==> src/rtl/gpb_pkg.sv <==
package gpb_pkg;
   localparam int CTRL_BITS = 16;
   localparam int WORD_W    = 6;
   localparam int BANK_W    = 4;
   localparam int ADDR_W    = BANK_W + WORD_W + 2;
   localparam int N_MASKED  = 6;

   typedef enum logic [BANK_W-1:0] {
      BK_DIR   = 4'd0,
      BK_LEVEL = 4'd1,
      BK_IINV  = 4'd2,
      BK_OINV  = 4'd3,
      BK_OPEN  = 4'd4,
      BK_MODE  = 4'd5,
      BK_SEL   = 4'd6,
      BK_SAMP  = 4'd7
   } bank_e;
endpackage

==> src/rtl/gpb_masked_bank.sv <==
module gpb_masked_bank #(
   parameter int WORDS = 8
) (
   input  logic                             clk,
   input  logic                             rst_n,
   input  logic                             wr_en,
   input  logic [gpb_pkg::WORD_W-1:0]       wr_word,
   input  logic [31:0]                      wr_data,
   output logic [WORDS*gpb_pkg::CTRL_BITS-1:0] bits
);
   localparam int CB = gpb_pkg::CTRL_BITS;

   for (genvar w = 0; w < WORDS; w++) begin : g_word
      logic [CB-1:0] q;
      logic [CB-1:0] en;
      assign en = wr_data[2*CB-1:CB];
      always_ff @(posedge clk or negedge rst_n) begin
         if (!rst_n)
            q <= '0;
         else if (wr_en && wr_word == gpb_pkg::WORD_W'(w))
            q <= (q & ~en) | (wr_data[CB-1:0] & en);
      end
      assign bits[w*CB +: CB] = q;
   end
endmodule

==> src/rtl/gpb_plain_bank.sv <==
module gpb_plain_bank #(
   parameter int WORDS = 4
) (
   input  logic                       clk,
   input  logic                       rst_n,
   input  logic                       wr_en,
   input  logic [gpb_pkg::WORD_W-1:0] wr_word,
   input  logic [31:0]                wr_data,
   output logic [WORDS*32-1:0]        bits
);
   for (genvar w = 0; w < WORDS; w++) begin : g_word
      logic [31:0] q;
      always_ff @(posedge clk or negedge rst_n) begin
         if (!rst_n)
            q <= '0;
         else if (wr_en && wr_word == gpb_pkg::WORD_W'(w))
            q <= wr_data;
      end
      assign bits[w*32 +: 32] = q;
   end
endmodule

==> src/rtl/gpb_sync.sv <==
module gpb_sync #(
   parameter int WIDTH  = 128,
   parameter int STAGES = 2
) (
   input  logic             clk,
   input  logic             rst_n,
   input  logic [WIDTH-1:0] d,
   output logic [WIDTH-1:0] q
);
   logic [WIDTH-1:0] chain [STAGES];

   always_ff @(posedge clk or negedge rst_n) begin
      if (!rst_n)
         chain[0] <= '0;
      else
         chain[0] <= d;
   end

   for (genvar s = 1; s < STAGES; s++) begin : g_stage
      always_ff @(posedge clk or negedge rst_n) begin
         if (!rst_n)
            chain[s] <= '0;
         else
            chain[s] <= chain[s-1];
      end
   end

   assign q = chain[STAGES-1];
endmodule

==> src/rtl/gpio_mask_bank.sv <==
module gpio_mask_bank #(
   parameter int NUM_PINS    = 128,
   parameter int SYNC_STAGES = 2
) (
   input  logic                       clk,
   input  logic                       rst_n,
   input  logic [gpb_pkg::ADDR_W-1:0] bus_addr,
   input  logic [31:0]                bus_wdata,
   input  logic                       bus_we,
   output logic [31:0]                bus_rdata,
   input  logic [NUM_PINS-1:0]        pad_in,
   output logic [NUM_PINS-1:0]        pad_out,
   output logic [NUM_PINS-1:0]        pad_oe,
   output logic [NUM_PINS-1:0]        pin_in
);
   import gpb_pkg::*;

   localparam int MWORDS = NUM_PINS / CTRL_BITS;
   localparam int PWORDS = NUM_PINS / 32;

   if (NUM_PINS < 32 || NUM_PINS % 32 != 0) begin : g_bad_pins
      $error("NUM_PINS must be a non-zero multiple of 32");
   end
   if (MWORDS > (1 << WORD_W)) begin : g_bad_span
      $error("NUM_PINS exceeds the word index range of one bank");
   end
   if (SYNC_STAGES < 1) begin : g_bad_sync
      $error("SYNC_STAGES must be at least 1");
   end

   logic [BANK_W-1:0] bank;
   logic [WORD_W-1:0] word;
   assign bank = bus_addr[ADDR_W-1 -: BANK_W];
   assign word = bus_addr[WORD_W+1:2];

   logic [NUM_PINS-1:0] mbits [N_MASKED];

   for (genvar b = 0; b < N_MASKED; b++) begin : g_mbank
      gpb_masked_bank #(.WORDS(MWORDS)) u_bank (
         .clk     (clk),
         .rst_n   (rst_n),
         .wr_en   (bus_we && bank == BANK_W'(b)),
         .wr_word (word),
         .wr_data (bus_wdata),
         .bits    (mbits[b])
      );
   end

   logic [NUM_PINS-1:0] oe_q, lvl_q, iinv_q, oinv_q, od_q, sel_q;
   assign oe_q   = mbits[BK_DIR];
   assign lvl_q  = mbits[BK_LEVEL];
   assign iinv_q = mbits[BK_IINV];
   assign oinv_q = mbits[BK_OINV];
   assign od_q   = mbits[BK_OPEN];

   gpb_plain_bank #(.WORDS(PWORDS)) u_sel (
      .clk     (clk),
      .rst_n   (rst_n),
      .wr_en   (bus_we && bank == BK_SEL),
      .wr_word (word),
      .wr_data (bus_wdata),
      .bits    (sel_q)
   );

   logic [NUM_PINS-1:0] pad_sync;
   gpb_sync #(.WIDTH(NUM_PINS), .STAGES(SYNC_STAGES)) u_sync (
      .clk   (clk),
      .rst_n (rst_n),
      .d     (pad_in),
      .q     (pad_sync)
   );

   logic [NUM_PINS-1:0] value;
   assign value   = lvl_q ^ oinv_q;
   assign pad_out = value & ~od_q;
   assign pad_oe  = oe_q & ~(od_q & value);
   assign pin_in  = pad_sync ^ iinv_q;

   always_comb begin
      bus_rdata = '0;
      if (bank < BANK_W'(N_MASKED)) begin
         for (int w = 0; w < MWORDS; w++)
            if (word == WORD_W'(w))
               bus_rdata = {16'h0, mbits[bank[2:0]][w*CTRL_BITS +: CTRL_BITS]};
      end else if (bank == BK_SEL) begin
         for (int w = 0; w < PWORDS; w++)
            if (word == WORD_W'(w))
               bus_rdata = sel_q[w*32 +: 32];
      end else if (bank == BK_SAMP) begin
         for (int w = 0; w < PWORDS; w++)
            if (word == WORD_W'(w))
               bus_rdata = pin_in[w*32 +: 32];
      end
   end
endmodule

==> config.mk <==
export PLATFORM = sky130hd
export DESIGN_NAME = gpio_mask_bank
export DESIGN_NICKNAME = d
export VERILOG_FILES = /design/src/rtl/gpb_pkg.sv /design/src/rtl/gpb_masked_bank.sv /design/src/rtl/gpb_plain_bank.sv /design/src/rtl/gpb_sync.sv /design/src/rtl/gpio_mask_bank.sv
export SDC_FILE = /design/constraint.sdc
export NUM_CORES = 2
export LEC_CHECK = 0
export BUFFER_PORTS_ARGS = -buffer_cell sky130_fd_sc_hd__buf_4
export CORE_ASPECT_RATIO = 0.5
export CORE_UTILIZATION = 55
export CTS_BUF_LIST = sky130_fd_sc_hd__clkbuf_4
export DETAILED_ROUTE_END_ITERATION = 12
export PLACE_DENSITY = 0.9
export SLEW_MARGIN = 10
export SYNTH_ARGS = -nofsm -noshare
export SYNTH_HDL_FRONTEND = slang
export SYNTH_SLANG_ARGS = --single-unit
==> constraint.sdc <==
create_clock -name clk -period 1.7 [get_ports clk]
set_input_delay 0 -clock clk [delete_from_list [all_inputs] [get_ports clk]]
set_output_delay 0 -clock clk [all_outputs]
set_load 0.01 [all_outputs]
==> results_tabular.tex, run 1 <==
\begin{tabular}{lr}
\hline
Metric & Value \\
\hline
\multicolumn{2}{l}{\textbf{Logic synthesis}} \\
Number of unique standard cell types used by synthesis & 72 \\
Average footprint of a synthesized cell & roughly 12 µm² \\
Number of flops mapped to enable cells by yosys & 0 \\
Synthesis Warnings & 0 \\
Post-synthesis instance total & 4729 \\
Net count after synthesis & 4904 \\
Commonest register cell after synthesis & sky130\_fd\_sc\_hd\_\_dfrtp\_1 \\
Post-synth ARST share & 1.00 \\
Register bit count reported by yosys & between 1000 and 1500 \\
Cell area after technology mapping & approximately 0.056 mm² \\
Portion of the post-synthesis area used by sequential elements & 0.513 \\
\multicolumn{2}{l}{\textbf{Global route}} \\
Aggregate global-route resource usage & 0.818 \\
Largest net degree at the start of global routing & 74 \\
Antenna violations before repair & 87 \\
Overflow after GRT & 227 \\
\multicolumn{2}{l}{\textbf{Clock tree}} \\
Maximum root-to-sink buffer count & 4 \\
Clk root buf & sky130\_fd\_sc\_hd\_\_clkbuf\_4 \\
CTS HTree Levels & 5 \\
CTS Buf Count & approximately 280 \\
Sink count of the clock tree & 1152 \\
\multicolumn{2}{l}{\textbf{Floorplanning}} \\
Initial Utilization & 0.558 \\
Height of the die & about 230 µm \\
Horizontal extent of the die & approximately 450 µm \\
IO Pins & 591 \\
Standard-cell rows & around 80 \\
\multicolumn{2}{l}{\textbf{Place}} \\
Hpwl dp & approximately 170 mm \\
Buffers on Ports & 588 \\
Routability-driven placement congestion ratio & 1.03 \\
\multicolumn{2}{l}{\textbf{Outcome}} \\
Error that stopped the run & [ERROR GRT-0232] Routing congestion too high. Check the congestion heatmap in the GUI. \\
Fail Step & 5\_1\_grt \\
Status & stopped before the end \\
\multicolumn{2}{l}{\textbf{Timing}} \\
Worst endpoint after global-route timing repair & bus\_rdata[8] \\
Classification of the worst endpoint & output port \\
\hline
\end{tabular}
stage by stage:
stage | instance area [µm²] | hold WS [ns] | setup TNS [ns] | cells | setup WS, ns
3_5_place_dp | 69200 | -0.0667 | -257.32 | 7094 | -0.690
2_1_floorplan | 56900 | -0.296 | -23.00 | 4729 | -0.0823
4_1_cts | 82300 | -0.00114 | -268.20 | 8084 | -1.68
3_3_place_gp | 69200 | -0.0655 | -243.17 | 7094 | -0.738
Yosys cell counts, types with 13 or more instances:
master / n / area, µm²
sky130_fd_sc_hd__a211oi_1: 29 / 218
sky130_fd_sc_hd__a21boi_0: 128 / 961
sky130_fd_sc_hd__a21oi_1: 39 / 195
sky130_fd_sc_hd__a221o_1: 26 / 260
sky130_fd_sc_hd__a221oi_1: 15 / 131
sky130_fd_sc_hd__a22oi_1: 18 / 135
sky130_fd_sc_hd__buf_1: 82 / 308
sky130_fd_sc_hd__buf_2: 96 / 480
sky130_fd_sc_hd__clkbuf_1: 183 / 687
sky130_fd_sc_hd__dfrtp_1: 1152 / 28800
sky130_fd_sc_hd__mux2_1: 210 / 2360
sky130_fd_sc_hd__mux2_2: 792 / 8920
sky130_fd_sc_hd__mux2i_1: 190 / 1900
sky130_fd_sc_hd__mux4_2: 58 / 1310
sky130_fd_sc_hd__nand2_1: 812 / 3050
sky130_fd_sc_hd__nor2_1: 110 / 413
sky130_fd_sc_hd__nor2_4: 18 / 203
sky130_fd_sc_hd__nor2b_1: 136 / 851
sky130_fd_sc_hd__o211ai_1: 21 / 158
sky130_fd_sc_hd__o21a_1: 15 / 113
sky130_fd_sc_hd__o21ai_0: 72 / 360
sky130_fd_sc_hd__o221ai_1: 15 / 131
sky130_fd_sc_hd__o22a_1: 13 / 114
sky130_fd_sc_hd__o22ai_1: 57 / 357
sky130_fd_sc_hd__o2bb2ai_1: 23 / 201
sky130_fd_sc_hd__o32ai_1: 18 / 158
sky130_fd_sc_hd__xor2_1: 256 / 2240
routing by layer:
layer  overflow  track usage
met4         89        0.767
met3         18        0.770
met1          9        0.802
met5          2        0.701
met2        109        0.906
repair_timing:
item,4_1_cts
endpoints found under the hold margin,2176
hold buffers,523
resized for setup,967
endpoints found under the setup margin,416
pin swaps,309
setup buffers,83
cells by family after synthesis:
family	after synthesis	share of synthesized area
multiplexers	1250	0.258
buffers and inverters	381	0.0282
AND/OR/NAND/NOR	1144	0.0899
AO/OA/AOI/OAI	546	0.0709
flip-flops	1152	0.513
XOR/XNOR	256	0.0399
==> inputs of run 2 (changes only) <==
CORE_ASPECT_RATIO = unset   (was 0.5)
CORE_UTILIZATION = 40   (was 55)
CTS_BUF_LIST = unset   (was sky130_fd_sc_hd__clkbuf_4)
PLACE_DENSITY = unset   (was 0.9)
PLACE_DENSITY_LB_ADDON = 0.15   (was unset)
clock period = 2.2 ns   (was 1.7 ns; I/O delays follow)
==> results_tabular.tex, run 2 <==
\begin{tabular}{lr}
\hline
Metric & Value \\
\hline
\multicolumn{2}{l}{\textbf{Outcome}} \\
Status & finished, violations left (was stopped before the end) \\
Violations in the final reports & negative setup slack \\
\multicolumn{2}{l}{\textbf{Setup path}} \\
Critical path, cell by cell & mux2\_4 -> a222oi\_1 -> o21a\_1 -> a41oi\_1 -> buf\_4 -> o22a\_4 -> buf\_6 \\
Slowest stage delay, CP & approximately 0.50 ns \\
Critical Path AT & between 2 and 3 ns \\
Slowest stage cell, crit path & sky130\_fd\_sc\_hd\_\_a222oi\_1 \\
Kind of start point of the critical path & register \\
Critical Setup Path Class & register to primary output \\
Largest fanout of any net on the critical path & 2 \\
Data required, critical path & $\sim$2.2 ns \\
Sort of element at the end of the critical path & primary output \\
\multicolumn{2}{l}{\textbf{Place}} \\
Hpwl dp & 160 mm (was 169 mm) \\
Setup slack at placement & -0.304 ns (was -0.690 ns) \\
Routability-driven placement congestion ratio & 0.925 (was 1.03) \\
Placement-stage cell area & 0.0657 mm² (was 0.0692 mm²) \\
Buffers on Ports & 588 (unchanged) \\
\multicolumn{2}{l}{\textbf{Logic synthesis}} \\
Portion of netlist area occupied by mux cells & 0.258 (unchanged) \\
Cell taking the most area after synthesis & sky130\_fd\_sc\_hd\_\_dfrtp\_1 (unchanged) \\
Number of unique standard cell types used by synthesis & 72 (unchanged) \\
Area share of xor/xnor cells in the synthesized design & 0.0399 (unchanged) \\
Portion of the post-synthesis area used by sequential elements & 0.513 (unchanged) \\
Average footprint of a synthesized cell & 11.9 µm² (unchanged) \\
Complex-gate fraction of the synthesized area & 0.0709 (unchanged) \\
Register bit count reported by yosys & 1152 (unchanged) \\
Post-synth ARST share & 1.00 (unchanged) \\
Net count after synthesis & 4904 (unchanged) \\
Commonest register cell after synthesis & sky130\_fd\_sc\_hd\_\_dfrtp\_1 (unchanged) \\
Post-synthesis instance total & 4729 (unchanged) \\
Synthesis Warnings & 0 (unchanged) \\
Most numerous cell in the Yosys netlist & sky130\_fd\_sc\_hd\_\_dfrtp\_1 (unchanged) \\
Number of flops mapped to enable cells by yosys & 0 (unchanged) \\
Synth Area in Simple Gates & 0.0899 (unchanged) \\
Dominant cells by area after synthesis & sky130\_fd\_sc\_hd\_\_dfrtp\_1 (51\%), sky130\_fd\_sc\_hd\_\_mux2\_2 (16\%), sky130\_fd\_sc\_hd\_\_nand2\_1 (5.4\%) (unchanged) \\
Area share of fa/ha/maj cells after synthesis & 0 (unchanged) \\
Cell area after technology mapping & 0.0562 mm² (unchanged) \\
Ranking of synthesized cells by instance count & sky130\_fd\_sc\_hd\_\_dfrtp\_1 (1152), sky130\_fd\_sc\_hd\_\_nand2\_1 (812), sky130\_fd\_sc\_hd\_\_mux2\_2 (792) (unchanged) \\
Largest family of logic cells by synthesized area & multiplexers (unchanged) \\
Portion of synthesized cell area occupied by the leading cell type & 0.513 (unchanged) \\
\multicolumn{2}{l}{\textbf{Detailed routing}} \\
Drt pass-1 iters & 6 \\
Residual DRC & 0 \\
Routed len/inst & between 20 and 30 µm \\
Antenna Nets Post-Route & 0 \\
Post-DR vias/cell & between 5 and 6 \\
Violation count after the first detailed-route iteration & 3766 \\
Total wire length after detailed routing & around 220 mm \\
Via count of the routed design & around 43000 \\
\multicolumn{2}{l}{\textbf{Global route}} \\
Overflow after GRT & 0 \\
Largest net degree at the start of global routing & a little over 80 \\
Number of global-route vias before repair & around 43000 \\
Wire length of the first global-routing pass & 317 mm \\
Antenna violations before repair & 17 \\
Aggregate global-route resource usage & 0.310 \\
\multicolumn{2}{l}{\textbf{Timing}} \\
Setup ws final & -0.623 ns \\
Minimum period implied by the final worst setup slack & roughly 2.8 ns \\
Final sum of negative setup slack & -8.22 ns \\
Final Slew Violations & 0 \\
Max-slew headroom & 0.235 \\
Measured slew at the worst slew-check pin & 1.15 ns \\
Skew final & around 0.0085 ns \\
Final worst-path cycle share & 1.28 \\
Final count of negative-setup-slack endpoints & 25 \\
Final hold vios & 0 \\
Post-Route Hold Slack & about 0.077 ns \\
Setup repair after global routing missed its margin & true \\
Highest Clock Rate & roughly 0.35 GHz \\
\multicolumn{2}{l}{\textbf{Clock tree}} \\
Maximum root-to-sink buffer count & 3 (was 4) \\
CTS Buf Count & 131 (was 281) \\
Clk root buf & sky130\_fd\_sc\_hd\_\_clkbuf\_16 (was sky130\_fd\_sc\_hd\_\_clkbuf\_4) \\
Clock slew at the register clock pins of the worst setup and hold paths & roughly 0.060 ns \\
Later-pin clock latency in the skew report & roughly 0.78 ns \\
CTS HTree Levels & 4 (was 5) \\
CTS tree & yes \\
Sink count of the clock tree & 1152 (unchanged) \\
\multicolumn{2}{l}{\textbf{Floorplanning}} \\
Horizontal extent of the die & 377 µm (was 454 µm) \\
Placeable Area & 0.139 mm² \\
Area of the die & 0.142 mm² \\
IO Pins & 591 (unchanged) \\
Initial Utilization & 0.403 (was 0.558) \\
Height of the die & 377 µm (was 228 µm) \\
Standard-cell rows & 137 (was 82) \\
\multicolumn{2}{l}{\textbf{Layout}} \\
Layout cell share with drive strength beyond 1 & 0.396 \\
Final-stage net count & 5995 \\
Number of fill cells & 12000 \\
Most common cell after layout, fill and taps aside & sky130\_fd\_sc\_hd\_\_dfrtp\_1 \\
Area added between synthesis and finish & 33.1\% \\
Layout Cell Area excl Fill & 0.0747 mm² \\
Highest-count cells in the layout ignoring fill and taps & sky130\_fd\_sc\_hd\_\_dfrtp\_1 (1083), sky130\_fd\_sc\_hd\_\_buf\_4 (879), sky130\_fd\_sc\_hd\_\_nand2\_1 (807), sky130\_fd\_sc\_hd\_\_mux2\_2 (782), sky130\_fd\_sc\_hd\_\_dlygate4sd3\_1 (307) \\
\multicolumn{2}{l}{\textbf{Worst hold path}} \\
Type of the most critical hold path & primary input to async pin \\
\multicolumn{2}{l}{\textbf{Power}} \\
VDD IR-drop max & roughly 790 µV \\
Leakage component of the power & approximately 36 nW \\
Ratio of total power to cell area & $\sim$650 mW/mm² \\
Post-route total power & roughly 0.048 W \\
\multicolumn{2}{l}{\textbf{Flow run}} \\
\# Max-Cap Violations & 0 \\
\hline
\end{tabular}
## run 2: cell counts after synthesis
Identical to the previous run, type by type.
## run 2: kinds of logic (layout without fill, tap and decap cells)
family,Yosys count,after routing
AO/OA/AOI/OAI,546,546
XOR/XNOR,256,256
buffers and inverters,381,1568
flip-flops,1152,1152
multiplexers,1250,1250
other,0,6
AND/OR/NAND/NOR,1144,1144
## run 2: final timing paths
kind	from	endpoint	slack, ns	depth (start not counted)
max	register	bus_rdata[6]	-0.62	7
min	rst_n	async pin	0.08	3
max reg2reg	register	register	0.70	2
min reg2reg	u_sync.chain[223]$_DFF_PN0_	u_sync.q[95]$_DFF_PN0_	0.34	0
max in group asynchronous	rst_n	async pin	0.84	3
min in group clk	bus_addr[8]	register	0.16	7
## run 2: metal layers
metal | up-vias | global-route usage | wire length, µm
met5 | - | 0 | 48
met4 | 8 | 0.110 | 8220
met3 | 331 | 0.0779 | 19000
met2 | 1771 | 0.459 | 97700
met1 | 22300 | 0.439 | 96800
li1 | 18700 | - | -
## run 2: final cells by class
class | count | area [µm²] | area share
clock buffers | 177 | 3640 | 0.0487
diodes | 6 | 15.0 | 0.000201
well taps | 1876 | 2350 | 0.0314
flip-flops and latches | 1152 | 28900 | 0.387
multi-input cells | 3196 | 26900 | 0.359
clock inverters | 52 | 663 | 0.00887
repair buffers | 1328 | 12300 | 0.164
inverters | 11 | 41.3 | 0.000552
## run 2: per-stage QoR
stage / cells / utilization
global route: 7794 / 0.536
global placement: 7206 / 0.472
CTS: 7775 / 0.532
finish: 7798 / 0.536
detailed placement: 7206 / 0.472
floorplan: 4729 / -
## run 2: timing repair
action                                  in CTS  in global routing
hold endpoints to repair                  2176                  0
pin swaps                                   72                 70
endpoints found under the setup margin      39                 42
gates resized for setup                    206                 84
hold buffers                               307                  0
buffers inserted                            43                 21
## run 2: power breakdown
group | switching [W] | internal (W) | leakage [nW]
Combinational | 0.00264 | 0.00180 | 18.6
Sequential | 0.000264 | 0.0216 | 15.4
Clock | 0.00938 | 0.0128 | 2.12
Total | 0.0123 | 0.0362 | 36.1
## run 2: critical path: cells and delay by family (launching register included)
family,cells,cell delay (ns)
multiplexers,1,0.28
flip-flops,1,0.49
buffers and inverters,2,0.30
AO/OA/AOI/OAI,4,0.97
No activity file was read; power rests on OpenSTA's default activity.
